==> src/rtl/wrb_pkg.sv <==
package wrb_pkg;
  localparam int unsigned NUM_CH   = 2;
  localparam int unsigned NV_BYTES = 8;
  localparam int unsigned GP_LO    = 2;
  localparam int unsigned GP_HI    = 6;
  localparam int unsigned RSV_ADDR = 7;
  localparam int unsigned MODE_ADDR = 8;

  typedef enum logic [1:0] {
    SEQ_RECALL = 2'd0,
    SEQ_IDLE   = 2'd1,
    SEQ_COMMIT = 2'd2
  } seq_state_e;
endpackage

==> src/rtl/wrb_seq.sv <==
module wrb_seq
  import wrb_pkg::*;
#(
  parameter int unsigned NV_CYC     = 2400000,
  parameter int unsigned RECALL_CYC = 600000
) (
  input  logic clk,
  input  logic rst_n,
  input  logic stop_evt,
  input  logic nv_pend,
  output logic busy,
  output logic recall_go,
  output logic commit_go
);
  localparam int unsigned MAXC = (NV_CYC > RECALL_CYC) ? NV_CYC : RECALL_CYC;
  localparam int unsigned CW   = $clog2(MAXC + 1);

  seq_state_e     state;
  logic [CW-1:0]  cnt;

  always_ff @(posedge clk or negedge rst_n) begin
    if (!rst_n) begin
      state <= SEQ_RECALL;
      cnt   <= CW'(RECALL_CYC - 1);
    end else begin
      unique case (state)
        SEQ_RECALL: begin
          if (cnt == '0) state <= SEQ_IDLE;
          else           cnt   <= cnt - 1'b1;
        end
        SEQ_IDLE: begin
          if (stop_evt && nv_pend) begin
            state <= SEQ_COMMIT;
            cnt   <= CW'(NV_CYC - 1);
          end
        end
        SEQ_COMMIT: begin
          if (cnt == '0) state <= SEQ_IDLE;
          else           cnt   <= cnt - 1'b1;
        end
        default: state <= SEQ_IDLE;
      endcase
    end
  end

  assign busy      = (state != SEQ_IDLE);
  assign recall_go = (state == SEQ_RECALL) && (cnt == '0);
  assign commit_go = (state == SEQ_COMMIT) && (cnt == '0);

  // A pending write plus STOP while idle must open a busy cycle
  assert_commit_start_R6: assert property (@(posedge clk) disable iff (!rst_n)
    (!busy && stop_evt && nv_pend) |=> busy);

  // Idle stays idle unless a STOP meets a pending write
  assert_quiet_stop_R7: assert property (@(posedge clk) disable iff (!rst_n)
    (!busy && !(stop_evt && nv_pend)) |=> !busy);
endmodule

==> src/rtl/wrb_nv_array.sv <==
module wrb_nv_array
  import wrb_pkg::*;
#(
  parameter int unsigned DATA_W = 8,
  parameter logic [NUM_CH-1:0][DATA_W-1:0] IVR_INIT = '{default: 8'h80},
  localparam int unsigned AW = $clog2(NV_BYTES)
) (
  input  logic                             clk,
  input  logic                             rst_n,
  input  logic                             we,
  input  logic [AW-1:0]                    waddr,
  input  logic [DATA_W-1:0]                wdata,
  output logic [NV_BYTES-1:0][DATA_W-1:0]  bytes_q
);
  for (genvar i = 0; i < NV_BYTES; i++) begin : g_byte
    if (i < NUM_CH) begin : g_ivr
      always_ff @(posedge clk or negedge rst_n) begin
        if (!rst_n)                       bytes_q[i] <= IVR_INIT[i];
        else if (we && waddr == AW'(i))   bytes_q[i] <= wdata;
      end
    end else begin : g_plain
      always_ff @(posedge clk or negedge rst_n) begin
        if (!rst_n)                       bytes_q[i] <= '0;
        else if (we && waddr == AW'(i))   bytes_q[i] <= wdata;
      end
    end
  end

  // Stored bytes only move on a commit strobe from the sequencer
  assert_nv_hold_R6: assert property (@(posedge clk) disable iff (!rst_n)
    !we |=> $stable(bytes_q));
endmodule

==> src/rtl/wiper_bank.sv <==
module wiper_bank
  import wrb_pkg::*;
#(
  parameter int unsigned DATA_W     = 8,
  parameter int unsigned ADDR_W     = 8,
  parameter int unsigned NV_CYC     = 2400000,
  parameter int unsigned RECALL_CYC = 600000,
  parameter logic [DATA_W-1:0] IVR0_INIT = 8'h80,
  parameter logic [DATA_W-1:0] IVR1_INIT = 8'h80
) (
  input  logic              clk,
  input  logic              rst_n,
  input  logic              wr_valid,
  output logic              wr_ready,
  input  logic [ADDR_W-1:0] wr_addr,
  input  logic [DATA_W-1:0] wr_data,
  input  logic [ADDR_W-1:0] rd_addr,
  output logic [DATA_W-1:0] rd_data,
  input  logic              stop_evt,
  output logic              busy,
  output logic [DATA_W-1:0] wiper0,
  output logic [DATA_W-1:0] wiper1
);
  localparam int unsigned NVA_W = $clog2(NV_BYTES);
  localparam logic [DATA_W-1:0] MID = {1'b1, {(DATA_W-1){1'b0}}};

  logic                            recall_go, commit_go;
  logic [NV_BYTES-1:0][DATA_W-1:0] nv_q;
  logic [NUM_CH-1:0][DATA_W-1:0]   wip_q;
  logic [DATA_W-1:0]               mode_q;
  logic                            pend_q;
  logic [NVA_W-1:0]                paddr_q;
  logic [DATA_W-1:0]               pdata_q;

  logic wr_fire, w_is_ch, w_is_gp, w_is_mode, mode_open, nv_req, mode_legal;

  assign wr_ready   = !busy;
  assign wr_fire    = wr_valid && wr_ready;
  assign mode_open  = (mode_q == '0);
  assign w_is_ch    = wr_addr < ADDR_W'(NUM_CH);
  assign w_is_gp    = (wr_addr >= ADDR_W'(GP_LO)) && (wr_addr <= ADDR_W'(GP_HI));
  assign w_is_mode  = wr_addr == ADDR_W'(MODE_ADDR);
  assign mode_legal = (wr_data == '0) || (wr_data == MID);
  assign nv_req     = (w_is_ch || w_is_gp) && mode_open;

  wrb_seq #(.NV_CYC(NV_CYC), .RECALL_CYC(RECALL_CYC)) seq_i (
    .clk(clk), .rst_n(rst_n), .stop_evt(stop_evt), .nv_pend(pend_q),
    .busy(busy), .recall_go(recall_go), .commit_go(commit_go)
  );

  wrb_nv_array #(.DATA_W(DATA_W), .IVR_INIT({IVR1_INIT, IVR0_INIT})) nv_i (
    .clk(clk), .rst_n(rst_n), .we(commit_go), .waddr(paddr_q),
    .wdata(pdata_q), .bytes_q(nv_q)
  );

  // Pending commit: latest accepted beat decides, STOP consumes it
  always_ff @(posedge clk or negedge rst_n) begin
    if (!rst_n) begin
      pend_q  <= 1'b0;
      paddr_q <= '0;
      pdata_q <= '0;
    end else if (wr_fire) begin
      pend_q  <= nv_req;
      paddr_q <= wr_addr[NVA_W-1:0];
      pdata_q <= wr_data;
    end else if (stop_evt && !busy) begin
      pend_q  <= 1'b0;
    end
  end

  always_ff @(posedge clk or negedge rst_n) begin
    if (!rst_n)                                mode_q <= '0;
    else if (wr_fire && w_is_mode && mode_legal) mode_q <= wr_data;
  end

  for (genvar c = 0; c < NUM_CH; c++) begin : g_ch
    always_ff @(posedge clk or negedge rst_n) begin
      if (!rst_n)                                    wip_q[c] <= MID;
      else if (recall_go)                            wip_q[c] <= nv_q[c];
      else if (wr_fire && wr_addr == ADDR_W'(c))     wip_q[c] <= wr_data;
    end
  end

  assign wiper0 = wip_q[0];
  assign wiper1 = wip_q[1];

  always_comb begin
    rd_data = '0;
    if (rd_addr < ADDR_W'(NUM_CH)) begin
      rd_data = mode_open ? nv_q[rd_addr[NVA_W-1:0]] : wip_q[rd_addr[0]];
    end else if (rd_addr >= ADDR_W'(GP_LO) && rd_addr <= ADDR_W'(GP_HI)) begin
      rd_data = mode_open ? nv_q[rd_addr[NVA_W-1:0]] : '0;
    end else if (rd_addr == ADDR_W'(MODE_ADDR)) begin
      rd_data = mode_q;
    end
  end

  assert_mode_legal_R8: assert property (@(posedge clk) disable iff (!rst_n)
    (mode_q == '0) || (mode_q == MID));

  assert_mode_reject_R8: assert property (@(posedge clk) disable iff (!rst_n)
    (wr_fire && w_is_mode && !mode_legal) |=> $stable(mode_q));

  assert_wiper_hold_R3: assert property (@(posedge clk) disable iff (!rst_n)
    (!wr_fire && !recall_go) |=> $stable(wip_q));

  assert_busy_blocks_R10: assert property (@(posedge clk) disable iff (!rst_n)
    (busy && wr_valid) |=> $stable(wip_q) && $stable(mode_q));
endmodule

==> config.mk <==
export PLATFORM = sky130hd
export DESIGN_NAME = wiper_bank
export DESIGN_NICKNAME = d
export VERILOG_FILES = /design/src/rtl/wrb_pkg.sv /design/src/rtl/wrb_seq.sv /design/src/rtl/wrb_nv_array.sv /design/src/rtl/wiper_bank.sv
export SDC_FILE = /design/constraint.sdc
export NUM_CORES = 1
export LEC_CHECK = 0
export BUFFER_PORTS_ARGS = -buffer_cell sky130_fd_sc_hd__buf_4
export CELL_PAD_IN_SITES_DETAIL_PLACEMENT = 1
export CELL_PAD_IN_SITES_GLOBAL_PLACEMENT = 2
export CORE_ASPECT_RATIO = 1.75
export CORE_UTILIZATION = 44
export CTS_CLUSTER_DIAMETER = 50
export CTS_CLUSTER_SIZE = 40
export DETAILED_ROUTE_END_ITERATION = 10
export PLACE_DENSITY = 0.86
export RECOVER_POWER = 50
export SLEW_MARGIN = 20
export SYNTH_ARGS = -nofsm -noshare
export SYNTH_HDL_FRONTEND = slang
export SYNTH_HIERARCHICAL = 1
export SYNTH_SLANG_ARGS = --single-unit
export TNS_END_PERCENT = 20
==> constraint.sdc <==
create_clock -name clk -period 5.4 [get_ports clk]
set_input_delay 1.08 -clock clk [delete_from_list [all_inputs] [get_ports clk]]
set_output_delay 1.08 -clock clk [all_outputs]
set_load 0.01 [all_outputs]
==> impl_metrics.yaml, run 1 <==
outcome:
  status: "finished, violations left"
  violations: "max-capacitance violations, max-slew violations"
place:
  globalplace.congestion: 0.9107
  placed_cell_area_um2: 6938
  io_buffers: 53
  hpwl_mm: 13.00
logic_synthesis:
  synthCells: 545
  synth_compound_area_share_pct: 10.86
  yosys.area_share.xor_xnor_pct: 0
  synth-seq-area-share_pct: 48.62
  ys_ff_latch: 124
  syn_nets: 574
  synth_mux_area_share_pct: 23.89
  synth_top_family_by_area: "multiplexers"
  synth_top_area_share_pct: 41.67
  synth_adder_area_share_pct: 0.1947
  synth_area_um2: 6426
  syn_avg_cell_area_um2: 11.79
  yosysTopAreaCell: "dfrtp_1"
  yosys.area_share.simple_pct: 13.24
  yosys-top-cells-area: "dfrtp_1, mux2_2, mux2i_1, dfstp_2, nand2_1"
  synthTopCellsByCount: "dfrtp_1, mux2_2, mux2i_1"
  synth_top_flop_cell: "dfrtp_1"
  synth_most_common_cell: "dfrtp_1"
  yosysUniqueCellTypes: 59
  synth_edf_count: 0
  yosys_warnings: 6
  synthArstFlopShare_pct: 100.0
worst_setup_path:
  cp.arrival_ns: 3.01
  worstPathRequired_ns: 4.32
  path_max_fanout: 9
  cp-end-kind: "output port"
  crit_type: "in2out"
  setup.worst_path.start_class: "primary input"
clock_tree:
  numCtsBuffers: 17
  cts_sinks: 124
  h-tree-depth: 4
  cts.clk_slew.worst_paths_ns: 0.05
  clk_root_buffer_cell: "clkbuf_16"
  insertion_delay_ns: 0.42
  cts_tree: "yes"
  cts_buffer_depth: 2
  holdBufCountCts: 0
  ctsResizeCount: 0
  post_cts_buffers: 0
power_and_ir_drop:
  peakVddDrop_mv: 0.2228
  power.density_nw_per_um2: 363.8
  power_uw: 2755
  leakage_uw: 0.003435
sta:
  rsz0062_at_grt: "no"
  setup_tns_ns: 0
  fin_skew_ns: 0.008207
  fin_crit_ns: 4.093
  finalCritPeriodShare_pct: 75.79
  clock.fmax_mhz: 244.3
  worstMarginPinSlew_ns: 2.255
  finalHoldViolations: 0
  maxSlewViolCount: 43
  maxSlewHeadroom_pct: -50.32
  setup_viol: 0
finish:
  n_antenna_cell: 0
  drive_above_1_share_pct: 32.45
  final_cell_area_um2: 7572
  fillers: 1503
  final_nets: 617
  syn_to_final_growth_pct: 17.83
detailed_routing:
  ant_nets: 0
  drt_iter0_markers: 228
  dr.pass1.iters: 4
  via_per_inst: 6.074
  drc_errors: 0
  num_vias: 4744
  wl_per_cell_um: 23.77
  routed_wirelength_mm: 18.56
grt:
  grt_max_degree: 84
  first_global_vias: 5301
  antenna_found_initial: 0
  grt.overflow.total: 0
  track_usage_pct: 26.28
  grt_pass1_wl_mm: 29.38
floorplan:
  die-area_um2: 15110
  die_x_um: 93.36
  placementRows: 58
  fp.coreArea_um2: 14300
  io_pins: 54
  die_h_um: 161.9
  start_util_pct: 44.95
run:
  cap_violations: 1
min_path:
  hold_path_class: "reg2reg"
stage by stage:
stage / hold slack (ns) / util (%) / std cells / setup WS, ns
2_1_floorplan: 0.4591 / - / 545 / 1.898
3_3_place_gp: 0.4706 / 48.53 / 749 / 1.369
3_5_place_dp: 0.4841 / 48.53 / 749 / 1.329
4_1_cts: 0.4927 / 53.29 / 781 / 1.317
5_1_grt: 0.5257 / 52.97 / 781 / 1.271
6_report: 0.4895 / 52.97 / 781 / 1.307
path summary, 6_finish.rpt:
check                              startpoint                to  slack, ns  cells after the start
worst min register to register  seq_i/cnt[19]     seq_i/cnt[19]       0.49                      2
max in group asynchronous               rst_n   nv_i/bytes_q[3]       2.10                      2
worst max-delay path               rd_addr[7]        rd_data[5]       1.31                      5
worst min-delay path            seq_i/cnt[19]     seq_i/cnt[19]       0.49                      2
worst max register to register   seq_i/cnt[0]  nv_i/bytes_q[59]       1.69                      8
min in group asynchronous               rst_n     seq_i/cnt[20]       0.71                      1
final cells by class:
| type | count | area [um2] | area share (%) |
|---|---|---|---|
| Timing Repair Buffer | 60 | 409.1 | 5.403 |
| Clock buffer | 19 | 442.9 | 5.849 |
| Multi-Input combinational cell | 379 | 3110 | 41.08 |
| Inverter | 6 | 22.52 | 0.2974 |
| Sequential cell | 124 | 3124 | 41.26 |
| Tap cell | 180 | 225.2 | 2.974 |
| Clock inverter | 13 | 237.7 | 3.139 |
report_power, final:
part / switching [uW] / internal (uW) / total, uW
logic: 155 / 124 / 279
clock network: 440 / 882 / 1320
registers: 139 / 1010 / 1150
routing by layer:
layer	vias up	wire (um)	track usage [%]
li1	2122	-	-
met1	2477	6946	27.68
met2	98	10370	48.93
met3	47	494	5.337
met4	0	758	12.24
met5	-	0	0
cells in the final DEF (no fill, tap or decap), drive strengths merged, types with 16 or more instances in the layout:
| cell | count |
|---|---|
| mux2i | 60 |
| dfstp | 17 |
| nor4 | 16 |
| clkbuf | 31 |
| dfrtp | 107 |
| buf | 48 |
| o21ai | 20 |
| nor2 | 22 |
| nand2 | 31 |
| mux2 | 79 |
critical path: stages:
cell	delay (ns)
buf_4	0.11
or4_4	0.61
nor4_1	0.83
a32o_1	0.25
buf_4	0.14
cell families (layout without fill, tap and decap cells):
family          Yosys count  count (layout)
mux                     141             141
simple gates            144             144
compound gates           93              93
buf+inv                  42              98
flops                   124             124
fa+ha+maj                 1               1
sequential cells by signal, summed over array words and instances (netlist names):
name / count
pdata_q: 8
seq_i/cnt: 22
paddr_q: 3
seq_i/state: 2
mode_q: 8
pend_q: 1
wiper0: 8
wiper1: 8
nv_i/bytes_q: 64
(Power assumes the default switching activity.)
==> inputs of run 2 (changes only) <==
Settings changed: CORE_UTILIZATION 44 to 41, PLACE_DENSITY 0.86 to 0.81.
Clock period 5.4 ns to 4 ns, I/O delays scaled along.
==> run 2 against run 1 <==
Compared with the run above:
- the flow still finishes with violations (max-capacitance violations, max-slew violations)
- combinational power increased by 44%
- sequential power rose by 34%
- register-to-register slack lost 0.97 ns
- design area hardly changed
- first-iteration DRC count down 28%
- clock power is 17% higher
- worst setup slack worse by 0.66 ns
- final cell count increased by 2.2%
- total power rose by 27%
- wire length shrank 0.19%
- critical path type unchanged
==> impl_metrics.yaml, run 2 (synthesized netlist as in run 1, its figures left out) <==
finish:
  multiInputGateArea_um2: 3115
  final_common_cell: "dfrtp_1"
  largest_reg_flops: 64
  mostFrequentLayoutCells: "dfrtp_1, mux2_2, mux2i_1"
  final_nets: 629
  largest_register: "nv_i/bytes_q"
  fillers: 1602
  syn_to_final_growth_pct: 17.85
  seqCellArea_um2: 3124
  n_antenna_cell: 0
  drive_above_1_share_pct: 34.15
  post-route-util_pct: 49.45
  largestRegisters: "nv_i/bytes_q x64, seq_i/cnt x22"
detailed_routing:
  via_per_inst: 6.003
  routed_wirelength_mm: 18.53
  drc_errors: 0
  dr.pass1.iters: 4
  ant_nets: 0
  num_vias: 4790
  drt_iter0_markers: 164
  wl_per_cell_um: 23.22
grt:
  grt.overflow.total: 0
  track_usage_pct: 24.02
  grt_pass1_wl_mm: 30.13
  grt_max_degree: 72
  antenna_found_initial: 0
  first_global_vias: 5350
clock_tree:
  post_cts_buffers: 0
  insertion_delay_ns: 0.42
  numCtsBuffers: 17
  cts_tree: "yes"
  cts_sinks: 124
  cts.clk_slew.worst_paths_ns: 0.06
  h-tree-depth: 4
  ctsResizeCount: 0
  clk_root_buffer_cell: "clkbuf_16"
  holdBufCountCts: 0
  cts_buffer_depth: 2
floorplan:
  die-area_um2: 16200
  start_util_pct: 41.96
  die_x_um: 96.64
  placementRows: 60
  io_pins: 54
  fp.coreArea_um2: 15310
  die_h_um: 167.6
place:
  globalplace.congestion: 0.8518
  io_buffers: 53
  hpwl_mm: 13.36
worst_setup_path:
  path_max_fanout: 45
  crit_type: "in2out"
  critPathBufInv: 2
  crit_cells: 6
  setup.worst_path.start_class: "primary input"
  cp.arrival_ns: 2.56
  cp_slowest_cell: "mux4_2"
  cp-end-kind: "output port"
  reg2reg_depth: 9
  worstPathRequired_ns: 3.20
  path_delay_family: "multiplexers"
  crit_chain: "buf_4 -> mux4_2 -> mux2i_1 -> nand2_1 -> a32o_1 -> buf_4"
  cpMostUsedCell: "buf_4"
  cpPeakStageDelay_ns: 0.59
sta:
  rsz0062_at_grt: "no"
  maxSlewHeadroom_pct: -20.42
  clock.fmax_mhz: 297.8
  fin_crit_ns: 3.358
  setup_viol: 0
  maxSlewViolCount: 72
  worstMarginPinSlew_ns: 1.806
  whs_ns: 0.4974
  finalHoldViolations: 0
  setup_tns_ns: 0
  fin_skew_ns: 0.009209
  finalCritPeriodShare_pct: 83.94
min_path:
  hold_path_class: "reg2reg"
  whs_path_depth: 2
outcome:
  violations: "max-capacitance violations, max-slew violations"
  status: "finished, violations left"
power_and_ir_drop:
  leakage_uw: 0.003453
  peakVddDrop_mv: 0.2677
  power.density_nw_per_um2: 460.3
run:
  cap_violations: 1
run 2: cell count changes in the layout (fill, tap and decap cells not counted), sizes merged:
cell	change
bufinv	-4
clkinv	+4
clkinvlp	-1
buf	+10
inv	+2
run 2: cell type report:
cell class | count | area share [%]
multi-input combinational | 379 | 41.14
sequential | 124 | 41.25
clock buffer | 17 | 5.617
inverter | 6 | 0.2974
clock inverter | 14 | 2.148
timing repair buffer | 72 | 6.476
tap | 186 | 3.073
run 2: where the power goes:
group | internal (uW) | total (uW) | switching, uW
registers | 1370 | 1540 | 166
logic | 176 | 402 | 226
clock network | 926 | 1550 | 621
run 2: per-layer routing:
layer	share of wire [%]	global-route usage, %	up-vias
met4	2.8	9.474	0
met2	57	46.08	86
li1	-	-	2151
met3	2.1	3.673	43
met1	38	25.89	2510
met5	0	0	-
run 2: through the flow:
step                power [uW]  setup slack [ns]  cell area [um2]  instances
floorplan                 1767             1.016             6426        545
global placement          1932            0.6685             7048        767
detailed placement        1965            0.6433             7048        767
CTS                       3533            0.6345             7636        798
global route              3633            0.3769             7574        798
finish                    3486            0.6422             7574        798
run 2: path summary, 6_finish.rpt:
path	start	end	slack (ns)
min in group asynchronous	rst_n	seq_i/cnt[21]	0.87
max reg2reg	seq_i/cnt[0]	nv_i/bytes_q[18]	0.72
max in group asynchronous	rst_n	mode_q[3]	0.93
min	seq_i/cnt[19]	seq_i/cnt[19]	0.50
min reg2reg	seq_i/cnt[19]	seq_i/cnt[19]	0.50
max	rd_addr[0]	rd_data[5]	0.64
run 2: tightest hold or removal path, stage by stage, from the launching register on:
cell     delay [ns]
dfstp_2        0.38
nand2_1        0.05
mux2i_1        0.06
==> inputs of run 3 (changes only) <==
Settings changed: ABC_AREA set to 1, CORE_UTILIZATION 41 to 35.
Clock period 4 ns to 3.35 ns, I/O delays scaled along.
==> run 3 against run 2 <==
Compared with the run above:
- the flow still finishes with violations (max-capacitance violations, max-slew violations)
- first-iteration DRC count increased by 51%
- largest cell class is now multi-input gates
- synthesized area increased by 12%
- critical endpoint is now rd_data[2]
- global-route usage decreased by 0.29 points
- via count increased by 35%
- critical path type unchanged
- core utilization decreased by 9.2 points
- count of clock-buffer cells in the layout increased by 3
- highest routed layer unchanged
==> impl_metrics.yaml, run 3 <==
finish:
  stdcell_count: 1310
  largestRegisters: "nv_i/bytes_q x64, seq_i/cnt x22"
  seqCellArea_um2: 3124
  syn_to_final_growth_pct: 13.14
  mostFrequentLayoutCells: "nand2_1, nand3_1, dfrtp_1"
  n_antenna_cell: 0
  final_nets: 1078
  largest_register: "nv_i/bytes_q"
  fillers: 2589
  drive_above_1_share_pct: 14.31
  multiInputGateArea_um2: 3316
  final_common_cell: "nand2_1"
  largest_reg_flops: 64
logic_synthesis:
  yosys-top-cells-area: "dfrtp_1, nand2_1, nand3_1, dfstp_2, inv_1"
  synth-seq-area-share_pct: 43.34
  synthArstFlopShare_pct: 100.0
  synth_area_um2: 7209
  synth_edf_count: 0
  yosys_warnings: 6
  yosysTopAreaCell: "dfrtp_1"
  synthCells: 1002
  synth_top_flop_cell: "dfrtp_1"
  syn_avg_cell_area_um2: 7.195
  synth_top_area_share_pct: 37.14
  synthTopCellsByCount: "nand2_1, nand3_1, dfrtp_1"
  yosysUniqueCellTypes: 37
  synth_most_common_cell: "nand2_1"
  syn_nets: 1031
  ys_ff_latch: 124
grt:
  first_global_vias: 6911
  grt_pass1_wl_mm: 38.36
  track_usage_pct: 23.73
  grt.overflow.total: 0
  antenna_found_initial: 0
  grt_max_degree: 51
detailed_routing:
  ant_nets: 0
  routed_wirelength_mm: 23.55
  dr.pass1.iters: 4
  drt_iter0_markers: 247
  drc_errors: 0
  wl_per_cell_um: 17.98
  via_per_inst: 4.934
  num_vias: 6464
worst_setup_path:
  reg2reg_depth: 11
  path_max_fanout: 50
  ff2ff_setup_slack_ns: 0.73
  setup.worst_path.start_class: "primary input"
  cp-end-kind: "output port"
  crit_start: "rd_addr[0]"
  r2r-end: "nv_i/bytes_q[8]"
  worstPathRequired_ns: 2.68
  reg2reg_from: "seq_i/cnt[0]"
  endpoint: "rd_data[2]"
  cp.arrival_ns: 2.19
  crit_type: "in2out"
min_path:
  hold_path_class: "reg2reg"
power_and_ir_drop:
  power.density_nw_per_um2: 405.4
  peakVddDrop_mv: 0.3377
  leakage_uw: 0.004318
clock_tree:
  cts_sinks: 124
  clk_root_buffer_cell: "clkbuf_16"
  cts_buffer_depth: 2
  cts_tree: "yes"
  numCtsBuffers: 17
  ctsResizeCount: 0
  post_cts_buffers: 0
  h-tree-depth: 4
  holdBufCountCts: 0
  insertion_delay_ns: 0.42
  cts.clk_slew.worst_paths_ns: 0.06
floorplan:
  io_pins: 54
  die_h_um: 191.9
  die-area_um2: 21200
  start_util_pct: 35.53
  placementRows: 69
  fp.coreArea_um2: 20290
  die_x_um: 110.5
place:
  hpwl_mm: 18.06
  globalplace.congestion: 0.8089
  io_buffers: 53
  placedCellCount: 1278
sta:
  setup_tns_ns: 0
  fin_skew_ns: 0.009112
  rsz0062_at_grt: "no"
  finalCritPeriodShare_pct: 85.43
  clock.fmax_mhz: 349.4
  maxSlewHeadroom_pct: -84.04
  maxSlewViolCount: 48
  fin_crit_ns: 2.862
  setup_viol: 0
  worstMarginPinSlew_ns: 2.761
  finalHoldViolations: 0
outcome:
  violations: "max-capacitance violations, max-slew violations"
  status: "finished, violations left"
run:
  cap_violations: 1
[run 3: changes by cell type in the layout (fill, tap and decap cells not counted), moves of 50 or more]
cell and change:
nand2_1 +411, mux2i_1 -60, mux2_2 -79, inv_1 +90, nor2_1 +50, nand3_1 +107
[run 3: cell type report]
type,count,area share (%)
flip-flops and latches,124,38.30
repair buffers,66,5.983
multi-input cells,736,40.65
inverters,104,4.878
well taps,248,3.804
clock buffers,20,5.476
clock inverters,12,0.9050
[run 3: worst min path at each step]
stage                          start                to  slack, ns  depth (start not counted)
floorplan                      rst_n         mode_q[0]       0.37                          0
global placement           mode_q[0]         mode_q[0]       0.45                          2
detailed placement         mode_q[0]         mode_q[0]       0.46                          2
CTS                            rst_n  nv_i/bytes_q[55]       0.28                          1
global route        nv_i/bytes_q[34]  nv_i/bytes_q[34]       0.49                          2
finish                     mode_q[0]         mode_q[0]       0.47                          2
[run 3: logic make-up after synthesis]
family | synth area share [%]
compound gates | 5.727
flops | 43.34
fa+ha+maj | 0.1735
simple gates | 39.88
xor+xnor | 0.2430
buf+inv | 10.64
[run 3: critical path: stages]
cell,delay [ns]
buf_4,0.40
inv_4,0.25
nand2_1,0.11
nor2_1,0.04
nand2_1,0.13
nand2_2,0.09
o21ai_4,0.11
nor2_1,0.09
nor2_1,0.09
nand2_1,0.06
buf_4,0.14
[run 3: routing by layer]
layer	track usage, %	vias up	wire length (um)
met3	3.408	36	392
met4	9.897	0	765
met1	24.45	3121	8905
li1	-	3228	-
met2	47.09	79	13490
met5	0	-	0
[run 3: report_power, final]
group	internal, uW	switching, uW
sequential	1500	0
combinational	50.4	116
clock	955	685
[run 3: through the flow]
stage	utilization (%)	setup slack [ns]	hold WS, ns	cell area [um2]	power [uW]
6_report	40.20	0.4880	0.4657	8157	3307
4_1_cts	40.25	0.4664	0.2836	8167	3360
5_1_grt	40.20	0.1688	0.4946	8157	3423
2_1_floorplan	-	1.193	0.3744	7209	1611
3_3_place_gp	37.69	0.4866	0.4500	7646	1695
3_5_place_dp	37.69	0.4631	0.4562	7646	1697
